`src/rtl/tt_walker_pkg.sv`:
```
`timescale 1ns/1ps
package tt_walker_pkg;
  localparam int ADDR_W  = 32;
  localparam int SPLIT_W = 3;
  localparam int L1_ALIGN = 14;   // table alignment with no split
  localparam int L1_IDX_SHIFT = 18;

  typedef enum logic [2:0] {
    ST_IDLE, ST_L1REQ, ST_L1WAIT, ST_L2REQ, ST_L2WAIT, ST_FIN
  } walkState_t;

  typedef struct packed {
    logic load;    // capture request and first read address
    logic takeL1;  // consume first-level descriptor
    logic takeL2;  // consume second-level descriptor
  } walkStrobe_t;
endpackage

```
`src/rtl/tt_walker_ctrl.sv`:
```
`timescale 1ns/1ps
module tt_walker_ctrl
  import tt_walker_pkg::*;
(
  input  logic        clk,
  input  logic        rstN,
  input  logic        reqValid,
  input  logic        memReqReady,
  input  logic        memRspValid,
  input  logic        l1Terminal,
  output walkStrobe_t strobe,
  output logic        busy,
  output logic        done,
  output logic        memReqValid
);
  walkState_t state, stateNext;

  always_ff @(posedge clk) begin
    if (!rstN) state <= ST_IDLE;
    else       state <= stateNext;
  end

  always_comb begin
    stateNext = state;
    unique case (state)
      ST_IDLE:   if (reqValid) stateNext = ST_L1REQ;
      ST_L1REQ:  if (memReqReady) stateNext = ST_L1WAIT;
      ST_L1WAIT: if (memRspValid) stateNext = l1Terminal ? ST_FIN : ST_L2REQ;
      ST_L2REQ:  if (memReqReady) stateNext = ST_L2WAIT;
      ST_L2WAIT: if (memRspValid) stateNext = ST_FIN;
      ST_FIN:    stateNext = ST_IDLE;
      default:   stateNext = ST_IDLE;
    endcase
  end

  always_comb begin
    strobe.load   = (state == ST_IDLE) && reqValid;
    strobe.takeL1 = (state == ST_L1WAIT) && memRspValid;
    strobe.takeL2 = (state == ST_L2WAIT) && memRspValid;
  end

  assign busy        = (state != ST_IDLE);
  assign done        = (state == ST_FIN);
  assign memReqValid = (state == ST_L1REQ) || (state == ST_L2REQ);
endmodule

```
`src/rtl/tt_walker_dp.sv`:
```
`timescale 1ns/1ps
module tt_walker_dp
  import tt_walker_pkg::*;
(
  input  logic               clk,
  input  logic               rstN,
  input  walkStrobe_t        strobe,
  input  logic [ADDR_W-1:0]  reqVa,
  input  logic [SPLIT_W-1:0] splitN,
  input  logic [ADDR_W-1:0]  baseLo,
  input  logic [ADDR_W-1:0]  baseHi,
  input  logic [ADDR_W-1:0]  memRspData,
  output logic               l1Terminal,
  output logic [ADDR_W-1:0]  memAddr,
  output logic [ADDR_W-1:0]  paOut,
  output logic               fault
);
  localparam logic [ADDR_W-1:0] ALL_ONES = '1;
  localparam logic [ADDR_W-1:0] SECT_MASK = 32'hFFF0_0000;
  localparam logic [ADDR_W-1:0] SUPER_HI_BITS = 32'h00F0_01E0;

  logic [ADDR_W-1:0] vaQ, addrQ, paQ;
  logic              faultQ;

  // first read address from the live request inputs
  logic [ADDR_W-1:0] loBound, selBound, selMask, selBase, l1Addr;
  logic              useHi;
  always_comb begin
    loBound  = ALL_ONES >> splitN;
    useHi    = reqVa > loBound;
    selBound = useHi ? ALL_ONES : loBound;
    selMask  = useHi ? (ALL_ONES << L1_ALIGN)
                     : (ALL_ONES << (L1_ALIGN - int'(splitN)));
    selBase  = useHi ? baseHi : baseLo;
    l1Addr   = (selBase & selMask) |
               ((reqVa & (SECT_MASK & selBound)) >> L1_IDX_SHIFT);
  end

  // first-level descriptor decode
  logic              l1Invalid, l1Super, l1Fault;
  logic [ADDR_W-1:0] l1Pa, l2Addr;
  always_comb begin
    l1Invalid  = (memRspData & 32'h3) == 32'h0;
    l1Super    = (memRspData & 32'h0004_0002) == 32'h0004_0002;
    l1Terminal = l1Invalid || ((memRspData & 32'h2) != 32'h0);
    l1Fault    = l1Invalid || (l1Super && ((memRspData & SUPER_HI_BITS) != 32'h0));
    if (l1Fault)
      l1Pa = '0;
    else if (l1Super)
      l1Pa = (memRspData & 32'hFF00_0000) | (vaQ & 32'h00FF_FFFF);
    else
      l1Pa = (memRspData & SECT_MASK) | (vaQ & 32'h000F_FFFF);
    l2Addr = (memRspData & 32'hFFFF_FC00) | ((vaQ & 32'h000F_F000) >> 10);
  end

  // second-level descriptor decode
  logic              l2Fault;
  logic [ADDR_W-1:0] l2Pa;
  always_comb begin
    l2Fault = (memRspData & 32'h3) == 32'h0;
    if (l2Fault)
      l2Pa = '0;
    else if ((memRspData & 32'h3) == 32'h1)
      l2Pa = (memRspData & 32'hFFFF_0000) | (vaQ & 32'h0000_FFFF);
    else
      l2Pa = (memRspData & 32'hFFFF_F000) | (vaQ & 32'h0000_0FFF);
  end

  always_ff @(posedge clk) begin
    if (!rstN) begin
      vaQ    <= '0;
      addrQ  <= '0;
      paQ    <= '0;
      faultQ <= 1'b0;
    end else begin
      if (strobe.load) begin
        vaQ   <= reqVa;
        addrQ <= l1Addr;
      end
      if (strobe.takeL1) begin
        if (l1Terminal) begin
          paQ    <= l1Pa;
          faultQ <= l1Fault;
        end else begin
          addrQ  <= l2Addr;
        end
      end
      if (strobe.takeL2) begin
        paQ    <= l2Pa;
        faultQ <= l2Fault;
      end
    end
  end

  assign memAddr = addrQ;
  assign paOut   = paQ;
  assign fault   = faultQ;
endmodule

```
`src/rtl/tt_walker.sv`:
```
`timescale 1ns/1ps
module tt_walker
  import tt_walker_pkg::*;
(
  input  logic        clk,
  input  logic        rstN,
  input  logic        reqValid,
  input  logic [31:0] reqVa,
  input  logic [2:0]  splitN,
  input  logic [31:0] baseLo,
  input  logic [31:0] baseHi,
  output logic        busy,
  output logic        done,
  output logic [31:0] paOut,
  output logic        fault,
  output logic        memReqValid,
  input  logic        memReqReady,
  output logic [31:0] memAddr,
  input  logic        memRspValid,
  input  logic [31:0] memRspData
);
  walkStrobe_t strobe;
  logic        l1Terminal;

  tt_walker_ctrl uCtrl (
    .clk(clk), .rstN(rstN), .reqValid(reqValid),
    .memReqReady(memReqReady), .memRspValid(memRspValid),
    .l1Terminal(l1Terminal), .strobe(strobe),
    .busy(busy), .done(done), .memReqValid(memReqValid)
  );

  tt_walker_dp uDp (
    .clk(clk), .rstN(rstN), .strobe(strobe),
    .reqVa(reqVa), .splitN(splitN), .baseLo(baseLo), .baseHi(baseHi),
    .memRspData(memRspData), .l1Terminal(l1Terminal),
    .memAddr(memAddr), .paOut(paOut), .fault(fault)
  );
endmodule

```
`config.mk`:
```
export PLATFORM = sky130hd
export DESIGN_NAME = tt_walker
export DESIGN_NICKNAME = d
export VERILOG_FILES = /design/src/rtl/tt_walker_pkg.sv /design/src/rtl/tt_walker_ctrl.sv /design/src/rtl/tt_walker_dp.sv /design/src/rtl/tt_walker.sv
export SDC_FILE = /design/constraint.sdc
export NUM_CORES = 1
export LEC_CHECK = 0
export BUFFER_PORTS_ARGS = -buffer_cell sky130_fd_sc_hd__buf_4
export CAP_MARGIN = 20
export CORE_AREA = 2 2 105 107
export CTS_CLUSTER_DIAMETER = 60
export DETAILED_ROUTE_END_ITERATION = 10
export DIE_AREA = 0 0 107 109
export GPL_ROUTABILITY_DRIVEN = 0
export PLACE_DENSITY_LB_ADDON = 0.05
export REMOVE_ABC_BUFFERS = 1
export SYNTH_ARGS = -nofsm -noshare
export SYNTH_HDL_FRONTEND = slang
export SYNTH_HIERARCHICAL = 1
export SYNTH_SLANG_ARGS = --single-unit
```
`constraint.sdc`:
```
create_clock -name clk -period 2.1 [get_ports clk]
set_input_delay 0.21 -clock clk [delete_from_list [all_inputs] [get_ports clk]]
set_output_delay 0.21 -clock clk [all_outputs]
set_load 0.01 [all_outputs]
```
# ---- Yosys cells after proc, flatten, opt, wreduce, memory -nomap -nowiden
# Cells that the tools add are included.
dict set report classes {
  reduce_logical 15
  bitwise 8
  shifts 2
  n_mux 23
  add_sub_neg 1
  n_eq_ne 12
  n_lt_le_gt_ge 1
}
# cell count
set ops {}
lappend ops {{32-bit 2-to-1 mux} 13}
lappend ops {{32-bit AND} 2}
lappend ops {{32-bit greater-than comparator} 1}
lappend ops {{32-bit zero test} 1}
lappend ops {{32-bit by 10-bit bitwise OR with 32-bit output} 1}
lappend ops {{32-bit by 12-bit bitwise OR with 32-bit output} 1}
lappend ops {{32-bit by 14-bit bitwise OR with 32-bit output} 1}
lappend ops {{32-bit by 16-bit bitwise OR with 32-bit output} 1}
lappend ops {{32-bit by 20-bit bitwise OR with 32-bit output} 1}
lappend ops {{32-bit by 24-bit bitwise OR with 32-bit output} 1}
lappend ops {{32-bit nonzero test} 1}
lappend ops {{32-bit by 32-bit << shifter with 32-bit output, first input constant} 1}
lappend ops {{32-bit by 3-bit >> shifter with 32-bit output, first input constant} 1}
lappend ops {{3-bit 2-to-1 mux} 6}
lappend ops {{3-bit one-hot mux with 5 select lines} 1}
lappend ops {{2-bit != test, second input constant} 5}
lappend ops {{3-bit by 2-bit equality test with 1-bit output, second input constant} 2}
lappend ops {{3-bit equality test, second input constant} 2}
lappend ops {{5-bit AND reduction} 1}
lappend ops {{4-bit by 3-bit subtractor with 5-bit output, first input constant} 1}
lappend ops {{1-bit logical AND} 4}
lappend ops {{2-bit nonzero test} 2}
lappend ops {{3-bit by 1-bit equality test with 1-bit output, second input constant} 1}
lappend ops {{3-bit zero test} 1}
lappend ops {{6 further kinds} 10}
dict set report totals {
  output_inout_bits 68
  register_bits 92
  input_bits 136
}

# ---- Depth between registers and ports, before layout
# Gate-level depths: netlist of the first run.
dict set report logic_depth {
  word_depth 8
  ltp_mapped 12
  mapped_depth_nobuf 10
}

# ---- Modules after synthesis
# The synthesis of the first run kept the hierarchy.
# module cells_per_inst area_each_um2 n_inst
set by_module_without_submodules {}
lappend by_module_without_submodules {tt_walker_dp 434 4053.9 1}
lappend by_module_without_submodules {tt_walker_ctrl 30 266.5 1}

# ---- Worst setup path before layout of the first run
# Ideal clock, no wire load.
dict set report synth_path {
  path_kind {input -> register}
  start {input port splitN[0]}
  end {register uDp.addrQ[3] (netlist: uDp/memAddr[3])}
  arrival_ns 2.105
  path_slack_ns -0.079
  required_time_ns 2.026
  path_buffers 1
  cell_stages 11
  setup_time_ns 0.074
  path_cell_list {inv_1 > ha_1 > nor2b_1 > inv_1 > ha_1 > nand4_1 > nor4_1 > a2bb2oi_1 > buf_6 > or3_1 > a31oi_1}
}
dict set report synth_between {
  elab_chain_len 8
  elab_cells_between_ends 13
}
# item line_no
set synth_lines {}
lappend synth_lines {{start: declaration} tt_walker.sv:9} ;# input logic [2:0] splitN,
lappend synth_lines {{32-bit by 3-bit >> shifter with 32-bit output or 4-bit by 3-bit subtractor with 5-bit output (tied branches)} {tt_walker_dp.sv:29, tt_walker_dp.sv:33}}
lappend synth_lines {{32-bit greater-than comparator or 32-bit by 32-bit << shifter with 32-bit output (tied branches)} {tt_walker_dp.sv:30, tt_walker_dp.sv:33}}
lappend synth_lines {{32-bit 2-to-1 mux, on equally long branches} {tt_walker_dp.sv:34, tt_walker_dp.sv:31, tt_walker_dp.sv:32}}
lappend synth_lines {{32-bit AND, on equally long branches} {tt_walker_dp.sv:35, tt_walker_dp.sv:36}}
lappend synth_lines {{32-bit by 14-bit bitwise OR with 32-bit output *} tt_walker_dp.sv:35} ;# l1Addr = (selBase & selMask) |
lappend synth_lines {{32-bit 2-to-1 mux *} tt_walker_dp.sv:76} ;# if (strobe.load) begin
lappend synth_lines {{32-bit 2-to-1 mux} tt_walker_dp.sv:81} ;# if (l1Terminal) begin
lappend synth_lines {{32-bit 2-to-1 mux *} tt_walker_dp.sv:80} ;# if (strobe.takeL1) begin
lappend synth_lines {{end signal: assignment} tt_walker_dp.sv:78} ;# addrQ <= l1Addr;
lappend synth_lines {{end signal: assignment} tt_walker_dp.sv:85} ;# addrQ <= l2Addr;
lappend synth_lines {{end: declaration} tt_walker_dp.sv:22} ;# logic [ADDR_W-1:0] vaQ, addrQ, paQ;
# Every way passes the cells marked *; elsewhere a longest branch is shown, timed or not.
# A chain may end at the register's enable or synchronous reset.

# ---- Final worst setup path of the first run
dict set report layout_path {
  start {input port splitN[1]}
  end {register uDp.addrQ[19] (netlist: uDp/memAddr[19])}
}
dict set report layout_between {
  elab_chain_len 8
  elab_cells_between_ends 11
}
# item line_no
set layout_lines {}
lappend layout_lines {{32-bit by 3-bit >> shifter with 32-bit output or 4-bit by 3-bit subtractor with 5-bit output (tied branches)} {tt_walker_dp.sv:29, tt_walker_dp.sv:33}}
lappend layout_lines {{32-bit greater-than comparator or 32-bit by 32-bit << shifter with 32-bit output (tied branches)} {tt_walker_dp.sv:30, tt_walker_dp.sv:33}}
lappend layout_lines {{32-bit 2-to-1 mux, on equally long branches} {tt_walker_dp.sv:34, tt_walker_dp.sv:32}}
lappend layout_lines {{32-bit AND *} tt_walker_dp.sv:35}
lappend layout_lines {{32-bit by 14-bit bitwise OR with 32-bit output *} tt_walker_dp.sv:35}
lappend layout_lines {{32-bit 2-to-1 mux *} tt_walker_dp.sv:76}
lappend layout_lines {{32-bit 2-to-1 mux} tt_walker_dp.sv:81}
lappend layout_lines {{32-bit 2-to-1 mux *} tt_walker_dp.sv:80}
# Marks and branches as above.

==> summary.txt, run 1 <==
Synth
  – Top-count cell post-synth: dfxtp_1
  – Register area share after synthesis: 0.4263
  – Synth Area per Inst: between 9 and 10 um^2
  – Most used DFF post-synth: dfxtp_1
  – Post-synth top area share: 0.4263
  – Ranking of synthesized cells by area: dfxtp_1 43%, mux2i_1 11%, nor2_1 4.7%
  – Area leader, netlist: dfxtp_1
  – Register bit count reported by yosys: 92
  – Post-synth top cells: 92 x dfxtp_1, 54 x nor2_1, 48 x mux2i_1
  – Asr flop ratio synth: 0
  – Gate Count Post-Synth: 464
  – Cell variety after synth: 53
  – Syn Std Cell Area: 4320 um^2
  – EDFF count, synth: 0
  – Warnings, synthesis: 6

Placement
  – Dpl hpwl: 10350 um
  – DP Area: 6022 um^2
  – IO buf count: 185

Clock network
  – Hold-fix buffers, CTS: 0
  – Worst skew pair latency: 380 ps
  – Clock transition at path regs: 90 ps
  – CTS buffer count: 9
  – CTS Buffer Depth: 2
  – TritonCTS clock tree: done
  – Clk sinks: between 90 and 100
  – H-Tree Depth: 3
  – Root Driver: clkbuf_8

Floorplanning
  – Rows: 38
  – Top Ports: 204
  – Starting Density: 0.4075
  – Die Span Y: between 100 and 150 um
  – Die ar.: 11660 um^2
  – Die width: 107 um
  – Core box area: 10600 um^2

Finish
  – Layout area overhead: 47.81%
  – Fill cells: 936
  – Ratio of cells with drive above 1 in the final layout: 0.3991
  – Antenna cell count: 0
  – Fin area: 6386 um^2
  – Fin nets: between 800 and 900

Timing
  – Hold Vio Cnt, Final: 0
  – Relative slew slack: 0.5949
  – Final Skew: about 11 ps
  – Setup violations, final: 0
  – Slew Viols, Final: 0
  – Setup_tns: 0 ps
  – Slew @ Worst Pin: 602.1 ps
  – Min Tclk post-route: 2008 ps
  – Max Clk Rate: 497.9 MHz
  – Final period util: 0.9563

Route
  – DR pass1 iterations: 4
  – Sum of routed wire length over all layers: 13980 um
  – Via count: 4330
  – Vias per inst: 5.352
  – Drt first-iter violations: 231
  – Post-route ant nets: 0
  – Residual DRC: 0
  – Average wire per standard cell: 17.28 um

Min path
  – HP Start: memRspData[29]
  – Type of the most critical hold path: in -> reg
  – Hold Path Stages: 3
  – Worst min-delay path endpoint: uDp/memAddr[29]$_SDFF_PN0_

Worst setup path
  – Critical path required time: 2350 ps
  – FF-to-FF path depth: 7
  – R2r startpoint: uCtrl/state[2]$_SDFFE_PN0P_
  – Crit Path Max Fanout: 8
  – Critical Path End Type: register
  – Worst R2R Setup Slack: 190 ps
  – Setup crit start kind: input port
  – Critical R2R Capture: uDp/memAddr[20]$_SDFF_PN0_
  – WP data arrival: 2260 ps
  – WS Path Type: in -> reg

Global routing
  – Initial antenna violation count: 0
  – Final global-route overflow total: 0
  – Vias in the first global route: 4255
  – Total GRT Usage: 0.2331
  – Largest net degree at the start of global routing: 34
  – Global-route wire length before repair: 21080 um

Power and ir drop
  – Leakage: 2.924 nW
  – Total power: 4.126 mW
  – IR drop worst, VDD: approximately 0.00046 V
  – Pwr dens: about 650 nW/um^2

Run
  – Max_cap viols: 0

Run status
  – Status: completed
-- placed cells by master (no fill, tap or decap), drive strengths merged, types with 5 or more instances in the layout --
master / synthesis / final
a22oi: 18 / 18
buf: 18 / 219
nand2: 30 / 30
o21ai: 38 / 38
mux2i: 48 / 48
a22o: 20 / 20
nand3: 6 / 6
a21oi: 15 / 15
dfxtp: 92 / 92
o211ai: 8 / 8
nor3: 6 / 6
ha: 13 / 13
a221oi: 8 / 8
clkbuf: 14 / 11
nand4: 8 / 8
inv: 12 / 14
nor2: 56 / 56
nor4: 5 / 5
-- power breakdown --
part / total, mW / leakage [nW] / internal (mW) / switching [mW]
clock: 1.23 / 0.0975 / 0.563 / 0.666
combinational: 0.972 / 2.08 / 0.515 / 0.457
sequential: 1.92 / 0.751 / 1.85 / 0.0714
total: 4.13 / 2.92 / 2.93 / 1.19
-- timing repair --
item	4_1_cts	5_1_grt
gates cloned	0	2
setup endpoints to repair	2	32
setup buffers	0	1
pin swaps	1	6
resized for setup	0	24
endpoints found under the hold margin	0	0
-- cell families after synthesis --
family | synth area share
multiplexers | 0.1112
buffers and inverters | 0.05097
AO/OA/AOI/OAI | 0.2282
AND/OR/NAND/NOR | 0.1457
flip-flops | 0.4263
adder cells (fa/ha/maj) | 0.03765
-- state kept, by name (all words and copies together), names as in the netlist --
signal and flops:
uDp/memAddr 32, uDp/fault 1, uDp/paOut 32, uCtrl/state 3, uDp/vaQ 24
-- routing by layer --
layer	vias to the layer above	wire length [um]	global-route usage
li1	2120	-	-
met1	2054	6015	0.2853
met2	141	6928	0.4026
met3	15	868	0.05140
met4	0	167	0.08627
met5	-	0	0
-- final cells by class --
| cell class | count | area, um^2 | share of cell area |
|---|---|---|---|
| Clock inverter | 6 | 72.57 | 0.01136 |
| Inverter | 12 | 45.04 | 0.007053 |
| Clock buffer | 10 | 127.6 | 0.01998 |
| Multi-Input combinational cell | 329 | 2410 | 0.3774 |
| Timing Repair Buffer | 220 | 1714 | 0.2684 |
| Tap cell | 140 | 175.2 | 0.02743 |
| Sequential cell | 92 | 1842 | 0.2884 |
-- stage by stage --
stage | hold WS, ps | setup WS (ps) | instances | utilization
after global placement | 435.1 | -316.0 | 790 | 0.5680
after global routing | 51.27 | -0.1963 | 809 | 0.6023
after floorplan | 337.9 | -1794 | 432 | -
final | 62.27 | 91.70 | 809 | 0.6023
after detailed placement | 440.3 | -400.9 | 790 | 0.5680
after CTS | 41.42 | 6.715 | 806 | 0.5869
-- how the worst max path moves through the flow --
stage	slack, ps	startpoint	endpoint
4_1_cts	7	splitN[0]	uDp/memAddr[24]$_SDFF_PN0_
3_5_place_dp	-400	splitN[0]	uDp/memAddr[2]$_SDFF_PN0_
2_1_floorplan	-1790	splitN[0]	uDp/memAddr[8]$_SDFF_PN0_
3_3_place_gp	-320	splitN[0]	uDp/memAddr[9]$_SDFF_PN0_
6_report	90	splitN[1]	uDp/memAddr[19]$_SDFF_PN0_
5_1_grt	-0.2	splitN[1]	uDp/memAddr[26]$_SDFF_PN0_
-- critical path: stages --
cell and delay [ps]:
buf_4 130, ha_4 150, buf_4 120, ha_1 200, ha_1 280, nand4_1 110
nor4_2 50, buf_4 150, a2bb2oi_4 320, clkbuf_16 250, mux2i_1 190, o21ai_0 90
Note: power is estimated with default switching activity, not from simulation.
==> run 2: changes to the inputs <==
- CTS_BUF_LIST: unset -> sky130_fd_sc_hd__clkbuf_4 sky130_fd_sc_hd__clkbuf_8 sky130_fd_sc_hd__clkbuf_16
==> run 2 against run 1 <==
Hold slack is essentially flat. Setup slack is essentially flat. Routed wire length is essentially flat. Count of clock-buffer cells in the layout is the same. Global-route usage is essentially flat. Die area is the same. Via count grew 0.12%. First-iteration DRC count shrank 0.87%. Fmax is essentially flat. Sequential power is essentially flat. Critical endpoint unchanged. Highest routed layer unchanged.
==> summary.txt, run 2 (same netlist as run 1, synthesis figures left out) <==
Run status
  – Status: completed

Placement
  – DP Cell Count: 790
  – IO buf count: 185
  – Place WS: -400.9 ps
  – DP Area: 6022 um^2
  – Dpl hpwl: 10350 um

Power and ir drop
  – Pwr dens: 647.7 nW/um^2
  – Clk pwr share: 0.300
  – Cell-internal power: 2.945 mW
  – Combinational share of power: 0.235
  – Sequential power share: 0.465
  – Sw frac: 0.2885
  – Switch Pwr: 1.194 mW
  – Leakage: a little under 3 nW
  – IR drop worst, VDD: around 0.00045 V

Global routing
  – Largest net degree at the start of global routing: 34
  – Global-route wire length before repair: 21100 um
  – Final global-route overflow total: 0
  – Vias in the first global route: ~4300
  – Initial antenna violation count: 0
  – Total GRT Usage: 0.2333

Clock network
  – CTS Buffer Depth: 2
  – Worst skew pair latency: 380 ps
  – TritonCTS clock tree: done
  – CTS buffer count: 9
  – Hold-fix buffers, CTS: 0
  – Clock transition at path regs: ~90 ps
  – Root Driver: clkbuf_8
  – Clk sinks: 92
  – H-Tree Depth: 3

Route
  – Drt first-iter violations: approximately 230
  – Residual DRC: 0
  – Vias per inst: 5.358
  – Average wire per standard cell: 17.28 um
  – Sum of routed wire length over all layers: 13980 um
  – Via count: 4335
  – Post-route ant nets: 0
  – DR pass1 iterations: 4

Finish
  – Fin area: 6390 um^2
  – Fill cells: between 900 and 1000
  – Multi-input combinational cell area: 2410 um^2
  – Ratio of cells with drive above 1 in the final layout: 0.4006
  – Most common cell after layout, fill and taps aside: buf_4
  – Commonest non-fill, non-tap cells in the layout: 214 x buf_4, 92 x dfxtp_1, 54 x nor2_1, 48 x mux2i_1, 35 x o21ai_0
  – Sequential Area: about 1800 um^2
  – Layout area overhead: 47.90%
  – Fin nets: 813
  – Final std cells w/o fill: ~800
  – Antenna cell count: 0

Floorplanning
  – Rows: 38
  – Top Ports: approximately 200
  – Die Span Y: 109 um
  – Starting Density: 0.4075
  – Die width: 107 um
  – Die ar.: 11660 um^2
  – Core box area: 10600 um^2

Min path
  – Type of the most critical hold path: in -> reg
  – Hold Path Stages: 2

Worst setup path
  – FF-to-FF path depth: 7
  – WS Path Type: in -> reg
  – Crit Path Max Fanout: 8
  – Setup crit start kind: input port
  – Critical path required time: 2350 ps
  – WP data arrival: 2260 ps
  – Critical Path End Type: register

Timing
  – Slew @ Worst Pin: 603.9 ps
  – Final period util: 0.9565
  – Final setup margin: 91.36 ps
  – Max Clk Rate: 497.8 MHz
  – Setup violations, final: 0
  – Final Skew: around 11 ps
  – Slew Viols, Final: 0
  – Relative slew slack: 0.5937
  – Hold Vio Cnt, Final: 0
  – Min Tclk post-route: 2009 ps

Run
  – Max_cap viols: 0
## run 2: final timing paths
| check | from | end | slack (ps) |
|---|---|---|---|
| min reg2reg | uDp/memAddr[1]$_SDFF_PN0_ | uDp/memAddr[1]$_SDFF_PN0_ | 450 |
| max reg2reg | uCtrl/state[2]$_SDFFE_PN0P_ | uDp/memAddr[20]$_SDFF_PN0_ | 190 |
| max | splitN[1] | uDp/memAddr[19]$_SDFF_PN0_ | 90 |
| min | memRspData[27] | uDp/paOut[27]$_SDFFE_PN0P_ | 60 |
## run 2: through the flow
step | utilization | setup TNS, ps | power [mW] | hold slack, ps
final | 0.6027 | 0 | 4.139 | 62.65
after global routing | 0.6027 | -0.1963 | 4.342 | 51.27
after CTS | 0.5872 | 0 | 4.130 | 41.42
after detailed placement | 0.5680 | -11000 | 2.883 | 440.3
after global placement | 0.5680 | -8139 | 2.863 | 435.1
after floorplan | - | -80470 | 2.376 | 337.9
## run 2: final cells by class
class	instances	share of cell area
inverter	12	0.007049
clock inverter	6	0.01136
clock buffer	10	0.02056
tap	140	0.02741
sequential	92	0.2882
timing repair buffer	220	0.2683
multi-input combinational	329	0.3771
## run 2: what timing repair did
item,in CTS,in global routing
buffers inserted,0,1
gates cloned,0,2
setup endpoints to repair,2,32
pin swaps,1,6
resized for setup,0,24
## run 2: critical path: stages
cell	delay, ps
buf_4	130
ha_4	150
buf_4	120
ha_1	200
ha_1	280
nand4_1	110
nor4_2	50
buf_4	150
a2bb2oi_4	320
clkbuf_16	250
mux2i_1	190
o21ai_0	90
## run 2: power by group through the flow
stage | Clock [mW] | Sequential [mW] | Combinational, mW
6_report | 1.24 | 1.92 | 0.971
5_1_grt | 1.35 | 1.94 | 1.05
4_1_cts | 1.28 | 1.92 | 0.923
3_5_place_dp | 0 | 1.96 | 0.920
3_3_place_gp | 0 | 1.96 | 0.903
2_1_floorplan | 0 | 1.98 | 0.394
## run 2: layer usage
metal | routed length, um | GRT usage
met4 | 147 | 0.08627
met2 | 7011 | 0.4045
met5 | 0 | 0
met3 | 842 | 0.05140
met1 | 5975 | 0.2846
==> run 3: changes to the inputs <==
- HOLD_SLACK_MARGIN: unset -> 0.06
- RECOVER_POWER: unset -> 25
==> run 3 against run 2 <==
Global-route usage rose by 0.23 points. Register-to-register slack barely moved. Flip-flop and latch count did not move. Clock skew barely moved. Final cell count rose by 0.99%. Combinational power fell by 2.6%.
==> summary.txt, run 3 (same netlist as run 1, synthesis figures left out) <==
Run status
  – Status: completed

Floorplanning
  – Core box area: 10600 um^2
  – Die ar.: 11660 um^2
  – Die width: 107 um
  – Top Ports: 204
  – Starting Density: 0.4075
  – Rows: 38
  – Die Span Y: roughly 110 um

Route
  – Via count: roughly 4400
  – DR pass1 iterations: 7
  – Drt first-iter violations: 224
  – Post-route ant nets: 0
  – Vias per inst: 5.335
  – Residual DRC: 0
  – Average wire per standard cell: 17.26 um
  – Sum of routed wire length over all layers: 14100 um

Finish
  – Commonest non-fill, non-tap cells in the layout: 175 x buf_4, 92 x dfxtp_1, 54 x nor2_1, 48 x mux2i_1, 39 x clkbuf_1
  – Fill cells: between 900 and 1000
  – Fin nets: a little over 800
  – Layout area overhead: 46.37%
  – Multi-input combinational cell area: approximately 2400 um^2
  – Antenna cell count: 0
  – Sequential Area: roughly 1800 um^2
  – Ratio of cells with drive above 1 in the final layout: 0.3383
  – Most common cell after layout, fill and taps aside: buf_4
  – Core Util, Final: 0.5964

Global routing
  – Global-route wire length before repair: 21310 um
  – Final global-route overflow total: 0
  – Total GRT Usage: 0.2356
  – Vias in the first global route: 4322
  – Initial antenna violation count: 0
  – Largest net degree at the start of global routing: 34

Worst setup path
  – Crit. path cell count: 12
  – Setup crit start kind: input port
  – CP cell instances: buf_4 > ha_4 > buf_4 > ha_1 > ha_1 > nand4_1 > nor4_2 > buf_4 > a2bb2oi_4 > clkbuf_16 > mux2i_1 > o21ai_0
  – Slowest CP cell: a2bb2oi_4
  – Critical Path End Type: register
  – Critical path required time: 2350 ps
  – FF-to-FF path depth: 7
  – CP max stage delay: 320 ps
  – WP data arrival: 2270 ps
  – WS Path Type: in -> reg
  – Critical path's top delay family: buffers and inverters
  – Crit Path Max Fanout: 8
  – Worst Path Buf+Inv: 4
  – Most used cell along the critical path: buf_4

Timing
  – Max Clk Rate: 496.3 MHz
  – Hold Vio Cnt, Final: 0
  – Setup violations, final: 0
  – Min Tclk post-route: 2015 ps
  – Slew Viols, Final: 0
  – Final period util: 0.9594
  – WHS: 80.95 ps
  – Slew @ Worst Pin: 587.7 ps
  – Final Skew: 10.69 ps
  – Relative slew slack: 0.6049

Power and ir drop
  – Total power: 4.111 mW
  – IR drop worst, VDD: ~0.00045 V
  – Leakage: 2.798 nW
  – Sw frac: 0.2909
  – Clk pwr share: 0.302
  – Pwr dens: 650.2 nW/um^2
  – Cell-internal power: just under 3 mW
  – Sequential power share: 0.468
  – Switch Pwr: 1.196 mW
  – Combinational share of power: 0.230

Clock network
  – Worst skew pair latency: 380 ps
  – Clock transition at path regs: 90 ps
  – Clk sinks: a little over 90
  – CTS Buffer Depth: 2
  – H-Tree Depth: 3
  – CTS buffer count: 9
  – Root Driver: clkbuf_8
  – TritonCTS clock tree: done

Run
  – Max_cap viols: 0

Placement
  – IO buf count: 185
  – Dpl hpwl: slightly above 10000 um

Min path
  – Hold Path Stages: 3
  – Type of the most critical hold path: in -> reg
[run 3: changes by cell type in the layout (fill, tap and decap cells not counted)]
cell,change
buf_4,-39
clkbuf_1,+39
dlygate4sd3_1,+8
o21ai_0,+1
o21ai_1,-1
[run 3: worst reg2reg max path, cell delays in order (launching register included)]
cell     delay (ps)
dfxtp_1         430
or3_4           390
nor2_4          160
buf_12          200
nor2_1           70
buf_4           210
a22oi_1         220
o21ai_0         100
[run 3: final timing paths]
| kind | from | to | slack (ps) |
|---|---|---|---|
| worst min-delay path | reqVa[13] | uDp/vaQ[13]$_SDFFE_PN0P_ | 80 |
| worst max register to register | uCtrl/state[2]$_SDFFE_PN0P_ | uDp/memAddr[20]$_SDFF_PN0_ | 200 |
| worst min register to register | uDp/memAddr[1]$_SDFF_PN0_ | uDp/memAddr[1]$_SDFF_PN0_ | 460 |
| worst max-delay path | splitN[1] | uDp/memAddr[19]$_SDFF_PN0_ | 90 |
[run 3: layer usage]
metal,global-route usage,part of all wire,vias to the layer above
li1,-,-,2139
met1,0.2849,0.43,2071
met2,0.4126,0.51,134
met3,0.05081,0.058,15
met4,0.08627,0.011,0
met5,0,0,-
[run 3: timing repair]
item                                    in CTS  in global routing
endpoints found under the setup margin       2                 32
endpoints found under the hold margin       15                  0
resized for setup                            0                 23
cloned                                       0                  2
setup buffers                                0                  1
pin swaps                                    1                  6
hold buffers                                 8                  0
[run 3: power groups by stage]
stage          sequential [mW]  combinational [mW]  clock, mW
6_report                  1.92               0.946       1.24
5_1_grt                   1.94                1.03       1.35
4_1_cts                   1.92               0.935       1.28
3_5_place_dp              1.96               0.920          0
3_3_place_gp              1.96               0.903          0
2_1_floorplan             1.98               0.394          0
[run 3: through the flow]
step	instance area (um^2)	setup TNS [ps]	instances	worst slack [ps]
2_1_floorplan	4145	-80470	432	-1794
3_3_place_gp	6022	-8139	790	-316.0
3_5_place_dp	6022	-11000	790	-400.9
4_1_cts	6306	0	814	6.715
5_1_grt	6324	-1.606	817	-1.606
6_report	6324	0	817	85.19
[run 3: area by class of cell]
cell class / instances / area share
Multi-Input combinational cell: 329 / 0.3811
Sequential cell: 92 / 0.2913
Timing Repair Buffer: 228 / 0.2606
Tap cell: 140 / 0.02770
Clock buffer: 10 / 0.02078
Clock inverter: 6 / 0.01148
Inverter: 12 / 0.007123
